File: src/rtl/dsteer_pkg.sv
package dsteer_pkg;

   // Capability class of one window entry
   typedef enum logic [1:0] {
      KIND_NONE   = 2'd0,  // empty slot
      KIND_SIMPLE = 2'd1,  // fits any channel
      KIND_WIDE   = 2'd2,  // needs channel 0, fits its limit
      KIND_SOLO   = 2'd3   // needs the microcode sequencer
   } slot_kind_e;

   typedef struct packed {
      slot_kind_e kind;
      logic       closes;  // group may not grow past this entry
   } slot_info_t;

endpackage

File: src/rtl/dsteer_classify.sv
module dsteer_classify
   import dsteer_pkg::*;
#(
   parameter int UOP_W      = 4,
   parameter int LEN_W      = 4,
   parameter int WIDE_UOPS  = 4,
   parameter int FAST_LEN   = 7
) (
   input  logic             vld,
   input  logic [UOP_W-1:0] uops,
   input  logic [LEN_W-1:0] len,
   output slot_info_t       info
);

   localparam logic [UOP_W-1:0] WIDE_LIM = UOP_W'(WIDE_UOPS);
   localparam logic [LEN_W-1:0] FAST_LIM = LEN_W'(FAST_LEN);

   logic is_long;
   logic is_multi;
   logic is_solo;

   always_comb begin
      is_long  = (len > FAST_LIM);
      is_multi = (uops > UOP_W'(1));
      is_solo  = (uops > WIDE_LIM);
      info.closes = 1'b0;
      if (!vld) begin
         info.kind = KIND_NONE;
      end else if (is_solo) begin
         info.kind   = KIND_SOLO;
         info.closes = 1'b1;
      end else if (is_multi || is_long) begin
         info.kind   = KIND_WIDE;
         info.closes = is_long;
      end else begin
         info.kind = KIND_SIMPLE;
      end
   end

endmodule

File: src/rtl/dsteer_grouper.sv
module dsteer_grouper
   import dsteer_pkg::*;
#(
   parameter int NUM_CH = 3,
   parameter int CNT_W  = 2
) (
   input  logic                    open_i,
   input  slot_info_t [NUM_CH-1:0] info,
   output logic [NUM_CH-1:0]       take,
   output logic [CNT_W-1:0]        cnt,
   output logic                    solo
);

   logic [NUM_CH-1:0] cont;   // group may extend beyond slot k

   assign take[0] = open_i && (info[0].kind != KIND_NONE);
   assign cont[0] = take[0] && !info[0].closes;
   assign solo    = take[0] && (info[0].kind == KIND_SOLO);

   for (genvar k = 1; k < NUM_CH; k++) begin : g_lane
      assign take[k] = cont[k-1] && (info[k].kind == KIND_SIMPLE);
      assign cont[k] = take[k];
   end

   always_comb begin
      cnt = '0;
      for (int k = 0; k < NUM_CH; k++) begin
         cnt = cnt + CNT_W'(take[k]);
      end
   end

endmodule

File: src/rtl/dsteer_seq_gate.sv
module dsteer_seq_gate (
   input  logic clk,
   input  logic rst_n,
   input  logic flush_i,
   input  logic launch_i,
   input  logic done_i,
   output logic busy_o
);

   always_ff @(posedge clk) begin
      if (!rst_n) begin
         busy_o <= 1'b0;
      end else if (flush_i || done_i) begin
         busy_o <= 1'b0;
      end else if (launch_i) begin
         busy_o <= 1'b1;
      end
   end

endmodule

File: src/rtl/dsteer_top.sv
module dsteer_top
   import dsteer_pkg::*;
#(
   parameter int NUM_CH    = 3,
   parameter int UOP_W     = 4,
   parameter int LEN_W     = 4,
   parameter int WIDE_UOPS = 4,
   parameter int FAST_LEN  = 7,
   localparam int CNT_W    = $clog2(NUM_CH + 1)
) (
   input  logic                      clk,
   input  logic                      rst_n,
   input  logic [NUM_CH-1:0]         win_vld,
   input  logic [NUM_CH*UOP_W-1:0]   win_uops,
   input  logic [NUM_CH*LEN_W-1:0]   win_len,
   input  logic                      stall_i,
   input  logic                      flush_i,
   input  logic                      ucode_done_i,
   output logic [CNT_W-1:0]          take_cnt,
   output logic [NUM_CH-1:0]         ch_vld,
   output logic [NUM_CH*UOP_W-1:0]   ch_uops,
   output logic [NUM_CH*LEN_W-1:0]   ch_len,
   output logic                      ucode_busy_o
);

   // elaboration-time parameter checks
   if (NUM_CH < 1) begin : g_bad_ch
      $error("dsteer_top: NUM_CH must be at least 1");
   end
   if (WIDE_UOPS < 1 || WIDE_UOPS >= (1 << UOP_W)) begin : g_bad_wide
      $error("dsteer_top: WIDE_UOPS must fit in UOP_W");
   end
   if (FAST_LEN < 1 || FAST_LEN >= (1 << LEN_W)) begin : g_bad_len
      $error("dsteer_top: FAST_LEN must fit in LEN_W");
   end

   slot_info_t [NUM_CH-1:0] info;
   logic [NUM_CH-1:0]       take;
   logic [CNT_W-1:0]        cnt;
   logic                    solo;
   logic                    open_w;

   for (genvar k = 0; k < NUM_CH; k++) begin : g_cls
      dsteer_classify #(
         .UOP_W    (UOP_W),
         .LEN_W    (LEN_W),
         .WIDE_UOPS(WIDE_UOPS),
         .FAST_LEN (FAST_LEN)
      ) u_cls (
         .vld (win_vld[k]),
         .uops(win_uops[k*UOP_W +: UOP_W]),
         .len (win_len[k*LEN_W +: LEN_W]),
         .info(info[k])
      );
   end

   assign open_w = !ucode_busy_o && !stall_i && !flush_i;

   dsteer_grouper #(
      .NUM_CH(NUM_CH),
      .CNT_W (CNT_W)
   ) u_grp (
      .open_i(open_w),
      .info  (info),
      .take  (take),
      .cnt   (cnt),
      .solo  (solo)
   );

   dsteer_seq_gate u_gate (
      .clk     (clk),
      .rst_n   (rst_n),
      .flush_i (flush_i),
      .launch_i(solo),
      .done_i  (ucode_done_i),
      .busy_o  (ucode_busy_o)
   );

   assign take_cnt = cnt;

   logic [NUM_CH*UOP_W-1:0] nxt_uops;
   logic [NUM_CH*LEN_W-1:0] nxt_len;

   for (genvar k = 0; k < NUM_CH; k++) begin : g_mask
      assign nxt_uops[k*UOP_W +: UOP_W] = take[k] ? win_uops[k*UOP_W +: UOP_W] : '0;
      assign nxt_len[k*LEN_W +: LEN_W]  = take[k] ? win_len[k*LEN_W +: LEN_W]  : '0;
   end

   always_ff @(posedge clk) begin
      if (!rst_n || flush_i) begin
         ch_vld  <= '0;
         ch_uops <= '0;
         ch_len  <= '0;
      end else if (!stall_i) begin
         ch_vld  <= take;
         ch_uops <= nxt_uops;
         ch_len  <= nxt_len;
      end
   end

endmodule

File: config.mk
export PLATFORM = sky130hd
export DESIGN_NAME = dsteer_top
export DESIGN_NICKNAME = d
export VERILOG_FILES = /design/src/rtl/dsteer_pkg.sv /design/src/rtl/dsteer_classify.sv /design/src/rtl/dsteer_grouper.sv /design/src/rtl/dsteer_seq_gate.sv /design/src/rtl/dsteer_top.sv
export SDC_FILE = /design/constraint.sdc
export NUM_CORES = 1
export LEC_CHECK = 0
export BUFFER_PORTS_ARGS = -buffer_cell sky130_fd_sc_hd__buf_2
export CAP_MARGIN = 20
export CORE_ASPECT_RATIO = 1.4
export CORE_MARGIN = 5
export CORE_UTILIZATION = 35
export DETAILED_ROUTE_END_ITERATION = 12
export HOLD_SLACK_MARGIN = 0.03
export PLACE_DENSITY = 0.75
export SYNTH_ARGS = -nofsm -noshare
export SYNTH_HDL_FRONTEND = slang
export SYNTH_SLANG_ARGS = --single-unit
File: constraint.sdc
create_clock -name clk -period 3.5 [get_ports clk]
set_clock_uncertainty 0.2 [all_clocks]
set_input_delay 0.175 -clock clk [delete_from_list [all_inputs] [get_ports clk]]
set_output_delay 0.175 -clock clk [all_outputs]
set_load 0.02 [all_outputs]
==> results of run 1 <==
==> final cells by class <==
class | count | area share [%]
Inverter | 6 | 1.41
Multi-Input combinational cell | 57 | 24.4
Clock buffer | 4 | 3.44
Timing Repair Buffer | 83 | 32.8
Sequential cell | 28 | 35.0
Tap cell | 37 | 2.89
==> worst register-to-register path, stage by stage, from the launching register on <==
cell	delay, ps
dfxtp_1	350
nor4b_4	400
nand4_1	300
o21ai_0	250
==> state kept, by name (all words and copies together) (netlist names) <==
register and count:
ch_len 12, u_gate.busy_o 1, ch_vld 3, ch_uops 12
==> layer usage <==
metal / share of wire (%) / track usage (%) / vias to the layer above
li1: - / - / 489
met1: 37 / 16.1 / 443
met2: 55 / 26.2 / 38
met3: 7.1 / 3.87 / 2
met4: 1.1 / 6.49 / 0
met5: 0 / 0 / -
==> through the flow <==
step | hold slack, ps | area [µm²] | util [%]
CTS | 74.9 | 1600 | 56.7
floorplan | 100 | 1000 | -
detailed placement | 198 | 1330 | 47.0
global placement | 189 | 1330 | 47.0
finish | 90.3 | 1600 | 56.7
global route | 102 | 1600 | 56.7
==> kinds of logic (layout without fill, tap and decap cells) <==
family                   after synthesis  after routing  synth area share, %
adder cells (fa/ha/maj)                1              1                 2.00
AO/OA/AOI/OAI                         21             21                 15.2
flip-flops                            28             28                 55.9
AND/OR/NAND/NOR                       35             35                 21.7
buffers and inverters                 10             93                 5.24
==> placed cells by master, fill, tap and decap left out, drive strengths merged <==
cell	Yosys	final
nand4	2	2
and3b	1	1
o21a	1	1
nor4bb	1	1
and2	9	9
a21o	1	1
a22o	8	8
dfxtp	28	28
buf	3	61
clkbuf	1	4
o21ai	6	6
nor4	2	2
fa	1	1
inv	6	6
dlygate4sd3	0	22
a21boi	1	1
o31ai	4	4
nand2	16	16
nor4b	1	1
nor2	1	1
nor3b	2	2
==> timing repair <==
action,CTS,global route
hold buffers,22,0
resized for setup,0,0
endpoints found under the hold margin,17,0
setup endpoints to repair,0,0
==> report_power, final <==
group          internal [mW]  switching (mW)
clock network          0.101          0.0934
logic                 0.0361          0.0253
registers              0.321         0.00123
==> worst paths after layout <==
kind                       to  slack, ps  cells after the start
setup / recovery  take_cnt[0]        880                      7
hold / removal      ch_len[9]         90                      3
setup reg to reg    ch_len[5]       1920                      3
hold reg to reg     ch_vld[1]        250                      2
==> results_dict.tcl, run 1 <==
set metrics [dict create \
    post-place-ws_ps 1380 \
    syn_area_per_cell_um2 10.6 \
    grt_pass1_vias 988 \
    hold_class "input pin to flop" \
    drc 0 \
    postCtsSetupRepairBufs 0 \
    finalNonFillerCells 215 \
    first_pass_iters 4 \
    wl_mm 2.86 \
    antennaDiodeCount 0 \
    critPathTopFamily "buffers and inverters" \
    synth-async-reset-ratio_pct 0 \
    ctsLongestPathBuffers 2 \
    io_buffers 61 \
    rr_startpoint "u_gate.busy_o" \
    grt_setup_unrepaired "no" \
    cts_tree "built" \
    die_area_mm2 0.00405 \
    required_ps 3120 \
    synth_top_flop_cell "dfxtp_1" \
    setup_viol 0 \
    grt_use_total_pct 14.6 \
    dr_total_vias 972 \
    drt.antenna.violating_nets 0 \
    startpoint_type "input pin" \
    synth_top_cell_area_share_pct 55.9 \
    dpl.cell_count 189 \
    arrival_ps 2250 \
    area_growth_pct 59.5 \
    vias_per_cell 4.52 \
    ys_top_cells_by_area "dfxtp_1 (56%), a22o_1 (7.0%), nand2_1 (6.0%), and2_1 (5.0%), o21ai_0 (3.0%)" \
    leakage_nw 0.819 \
    worst-setup-path-type "input pin to output pin" \
    drtIter0Drc 19 \
    cts_sinks 28 \
    worstPathMaxFanout 6 \
    place.gp.congestion 0.730 \
    synth_top_cell_by_area "dfxtp_1" \
    crit_path_max_incr_delay_ps 540 \
    critPathSlowestCell "dlygate4sd3_1" \
    io_pins 62 \
    htreeDepth 1 \
    power_uw 577 \
    crit_chain "dlygate4sd3_1 > buf_2 > o21ai_0 > nand4_2 > nor2_1 > fa_1 > buf_2" \
    root_buffer "clkbuf_8" \
    initial_core_util_pct 35.6 \
    cp-end-kind "output pin" \
    synth_most_common_cell "dfxtp_1" \
    drive_gt1_share_pct 39.3 \
    multi_input_area_um2 390 \
    nNetsFinal 212 \
    die_w_um 55.3 \
    cp-startpoint "win_uops[1]" \
    synth_nets 128 \
    coreArea_mm2 0.00282 \
    antenna_found_initial 0 \
    fillers 267 \
    hold_viol_final 0 \
    period_needed_ps 2620 \
    synthDistinctLibCells 24 \
    fmax_mhz 381 \
    tns_ps 0 \
    yosys_warnings 0 \
    ys_ff_latch 28 \
    powerDensity_mw_per_mm2 361 \
    tightestPinTransition_ps 435 \
    outcome "complete, no violations" \
    relSlewSlack_pct 70.7 \
    netlist_area_mm2 0.00100 \
    hp-start "win_vld[2]" \
    synthCells 95 \
    slew_viol_final 0 \
    grt_first_pass_wirelength_mm 4.63 \
    maxCapViolCount 0 \
    clk_pin_slew_ps 90 \
    synthTopCellsByCount "dfxtp_1 (28), nand2_1 (16), a22o_1 (8), and2_1 (8)" \
    fin_crit_sh_pct 75.0 \
    numCtsBuffers 3 \
    seqCellArea_um2 561 \
    worst_slack_ps 876 \
    grt_max_degree 28 \
    die_y_um 73.4 \
    synth_edf_count 0 \
    cp_common_cell "buf_2" \
    dpl.hpwl_mm 1.99 \
    grt_overflow 0 \
    max-vdd-ir-drop_mv 0.191 \
    wl_per_cell_um 13.3 \
    row_count 23 \
    clock_latency_ps 270 \
    cp_num_buf_inv 3 \
    yosysSeqAreaShare_pct 55.9 \
]
(Power assumes the default switching activity.)
==> run 2: changes to the inputs <==
- clock period: 3.5 -> 2.6 ns (I/O delays scaled with it)
==> run 2 against run 1 <==
Against the previous run:
- total power rose by 34%
- highest routed layer unchanged
- count of clock-buffer cells in the layout stayed put
- via count increased by 1.7%
- critical path depth unchanged
- largest cell class unchanged
- final area grew 1.8%
- worst hold slack got worse by 51 ps
- wire length grew 2.3%
- setup slack worse by 740 ps
- non-clock buffer count increased by 2
- global-route usage down 0.32 points
- core utilization rose by 1.0 points
- clock power rose by 31%
==> results_dict.tcl, run 2 (synthesis gave the netlist of run 1 again) <==
set metrics [dict create \
    outcome "complete, no violations" \
    grt_overflow 0 \
    hold_depth 3 \
    top_regs "ch_len x12, ch_uops x12, ch_vld x3" \
    worstPathMaxFanout 6 \
    row_count 23 \
    crit_path_max_incr_delay_ps 530 \
    die_y_um 73.4 \
    fin_crit_sh_pct 94.6 \
    postCtsSetupRepairBufs 0 \
    root_buffer "clkbuf_8" \
    grt_pass1_vias 1032 \
    drive_gt1_share_pct 38.9 \
    vias_per_cell 4.56 \
    ctsLongestPathBuffers 2 \
    grt_use_total_pct 14.3 \
    numCtsBuffers 3 \
    clock_latency_ps 260 \
    setup_viol 0 \
    cts_sinks 28 \
    dpl.hpwl_mm 1.94 \
    drc 0 \
    reg2reg_to "ch_len[10]" \
    intPower_uw 616 \
    startpoint_type "input pin" \
    fmax_mhz 407 \
    rr_worst_depth 4 \
    leakage_nw 0.834 \
    drtIter0Drc 15 \
    dr_total_vias 989 \
    finalNonFillerCells 217 \
    worst_slack_ps 141 \
    slew_viol_final 0 \
    period_needed_ps 2460 \
    swShare_pct 20.3 \
    max-vdd-ir-drop_mv 0.261 \
    rr_startpoint "u_gate.busy_o" \
    dpl.cell_count 189 \
    grt_setup_unrepaired "no" \
    cp-end-kind "output pin" \
    clk_pin_slew_ps 90 \
    first_pass_iters 4 \
    htreeDepth 1 \
    antenna_found_initial 0 \
    grt_first_pass_wirelength_mm 4.63 \
    crit_chain "dlygate4sd3_1 > buf_2 > nor4_4 > nand4_2 > nor2_1 > fa_1 > buf_2" \
    die_w_um 55.3 \
    place.gp.congestion 0.730 \
    area_growth_pct 62.3 \
    pwr-share-clk_pct 33.0 \
    nNetsFinal 214 \
    antennaDiodeCount 0 \
    power_frac_comb_pct 10.9 \
    tightestPinTransition_ps 441 \
    io_buffers 61 \
    io_pins 62 \
    final_cell_mix "buf_2 (61), dfxtp_1 (28), dlygate4sd3_1 (24)" \
    initial_core_util_pct 35.6 \
    maxCapViolCount 0 \
    hold_ws_ps 39.0 \
    seq_power_share_pct 56.1 \
    cp_num_buf_inv 3 \
    relSlewSlack_pct 70.6 \
    critPathTopFamily "buffers and inverters" \
    hold_path_end "ch_uops[8]" \
    worst-setup-path-type "input pin to output pin" \
    critPathSlowestCell "dlygate4sd3_1" \
    post-place-ws_ps 522 \
    tns_ps 0 \
    required_ps 2270 \
    coreArea_mm2 0.00282 \
    final_common_cell "buf_2" \
    rrSetupSlack_ps 510 \
    drt.antenna.violating_nets 0 \
    cp-startpoint "win_len[3]" \
    cts_tree "built" \
    switchingPower_uw 157 \
    grt_max_degree 28 \
    wl_mm 2.93 \
    die_area_mm2 0.00405 \
    hold_viol_final 0 \
    fin_util_pct 57.8 \
    arrival_ps 2130 \
    cp_common_cell "buf_2" \
    hold_class "input pin to flop" \
    powerDensity_mw_per_mm2 474 \
    hp-start "win_vld[2]" \
    wl_per_cell_um 13.5 \
]
==> run 2: layout make-up <==
class / count / area [µm²]
sequential: 28 / 561
clock buffer: 4 / 55.1
timing repair buffer: 85 / 546
tap: 37 / 46.3
multi-input combinational: 57 / 399
fill: 273 / 1190
inverter: 6 / 22.5
==> run 2: through the flow <==
step / instance area, µm² / total power, mW
5_1_grt: 1630 / 0.806
2_1_floorplan: 1000 / 0.468
3_3_place_gp: 1330 / 0.498
6_report: 1630 / 0.773
4_1_cts: 1620 / 0.778
3_5_place_dp: 1330 / 0.500
==> run 2: per-layer routing <==
layer	track usage (%)	wire length, µm
met5	0	0
met4	4.05	33
met3	3.34	187
met2	27.8	1620
met1	15.2	1080
==> run 2: what timing repair did <==
action                     4_1_cts  5_1_grt
setup endpoints to repair        0        1
hold buffers                    24        0
gates resized for setup          0        2
hold endpoints to repair        17        0
==> run 2: tightest hold or removal path, cell delays in order <==
cell,delay (ps)
buf_2,90
nand2_1,140
o31ai_1,100
==> run 2: worst max path at each step <==
stage / depth (start not counted) / slack [ps] / endpoint
after global placement: 5 / 580 / take_cnt[0]
final: 7 / 140 / take_cnt[0]
after detailed placement: 5 / 520 / take_cnt[0]
after global routing: 7 / 20 / take_cnt[0]
after CTS: 7 / 60 / take_cnt[0]
after floorplan: 4 / 640 / take_cnt[0]
==> run 2: power groups by stage <==
| stage | Combinational (mW) | Sequential [mW] | Clock (mW) |
|---|---|---|---|
| 4_1_cts | 0.0815 | 0.433 | 0.263 |
| 5_1_grt | 0.0922 | 0.434 | 0.280 |
| 3_3_place_gp | 0.0546 | 0.443 | 0 |
| 3_5_place_dp | 0.0562 | 0.444 | 0 |
| 6_report | 0.0841 | 0.433 | 0.255 |
| 2_1_floorplan | 0.0208 | 0.447 | 0 |
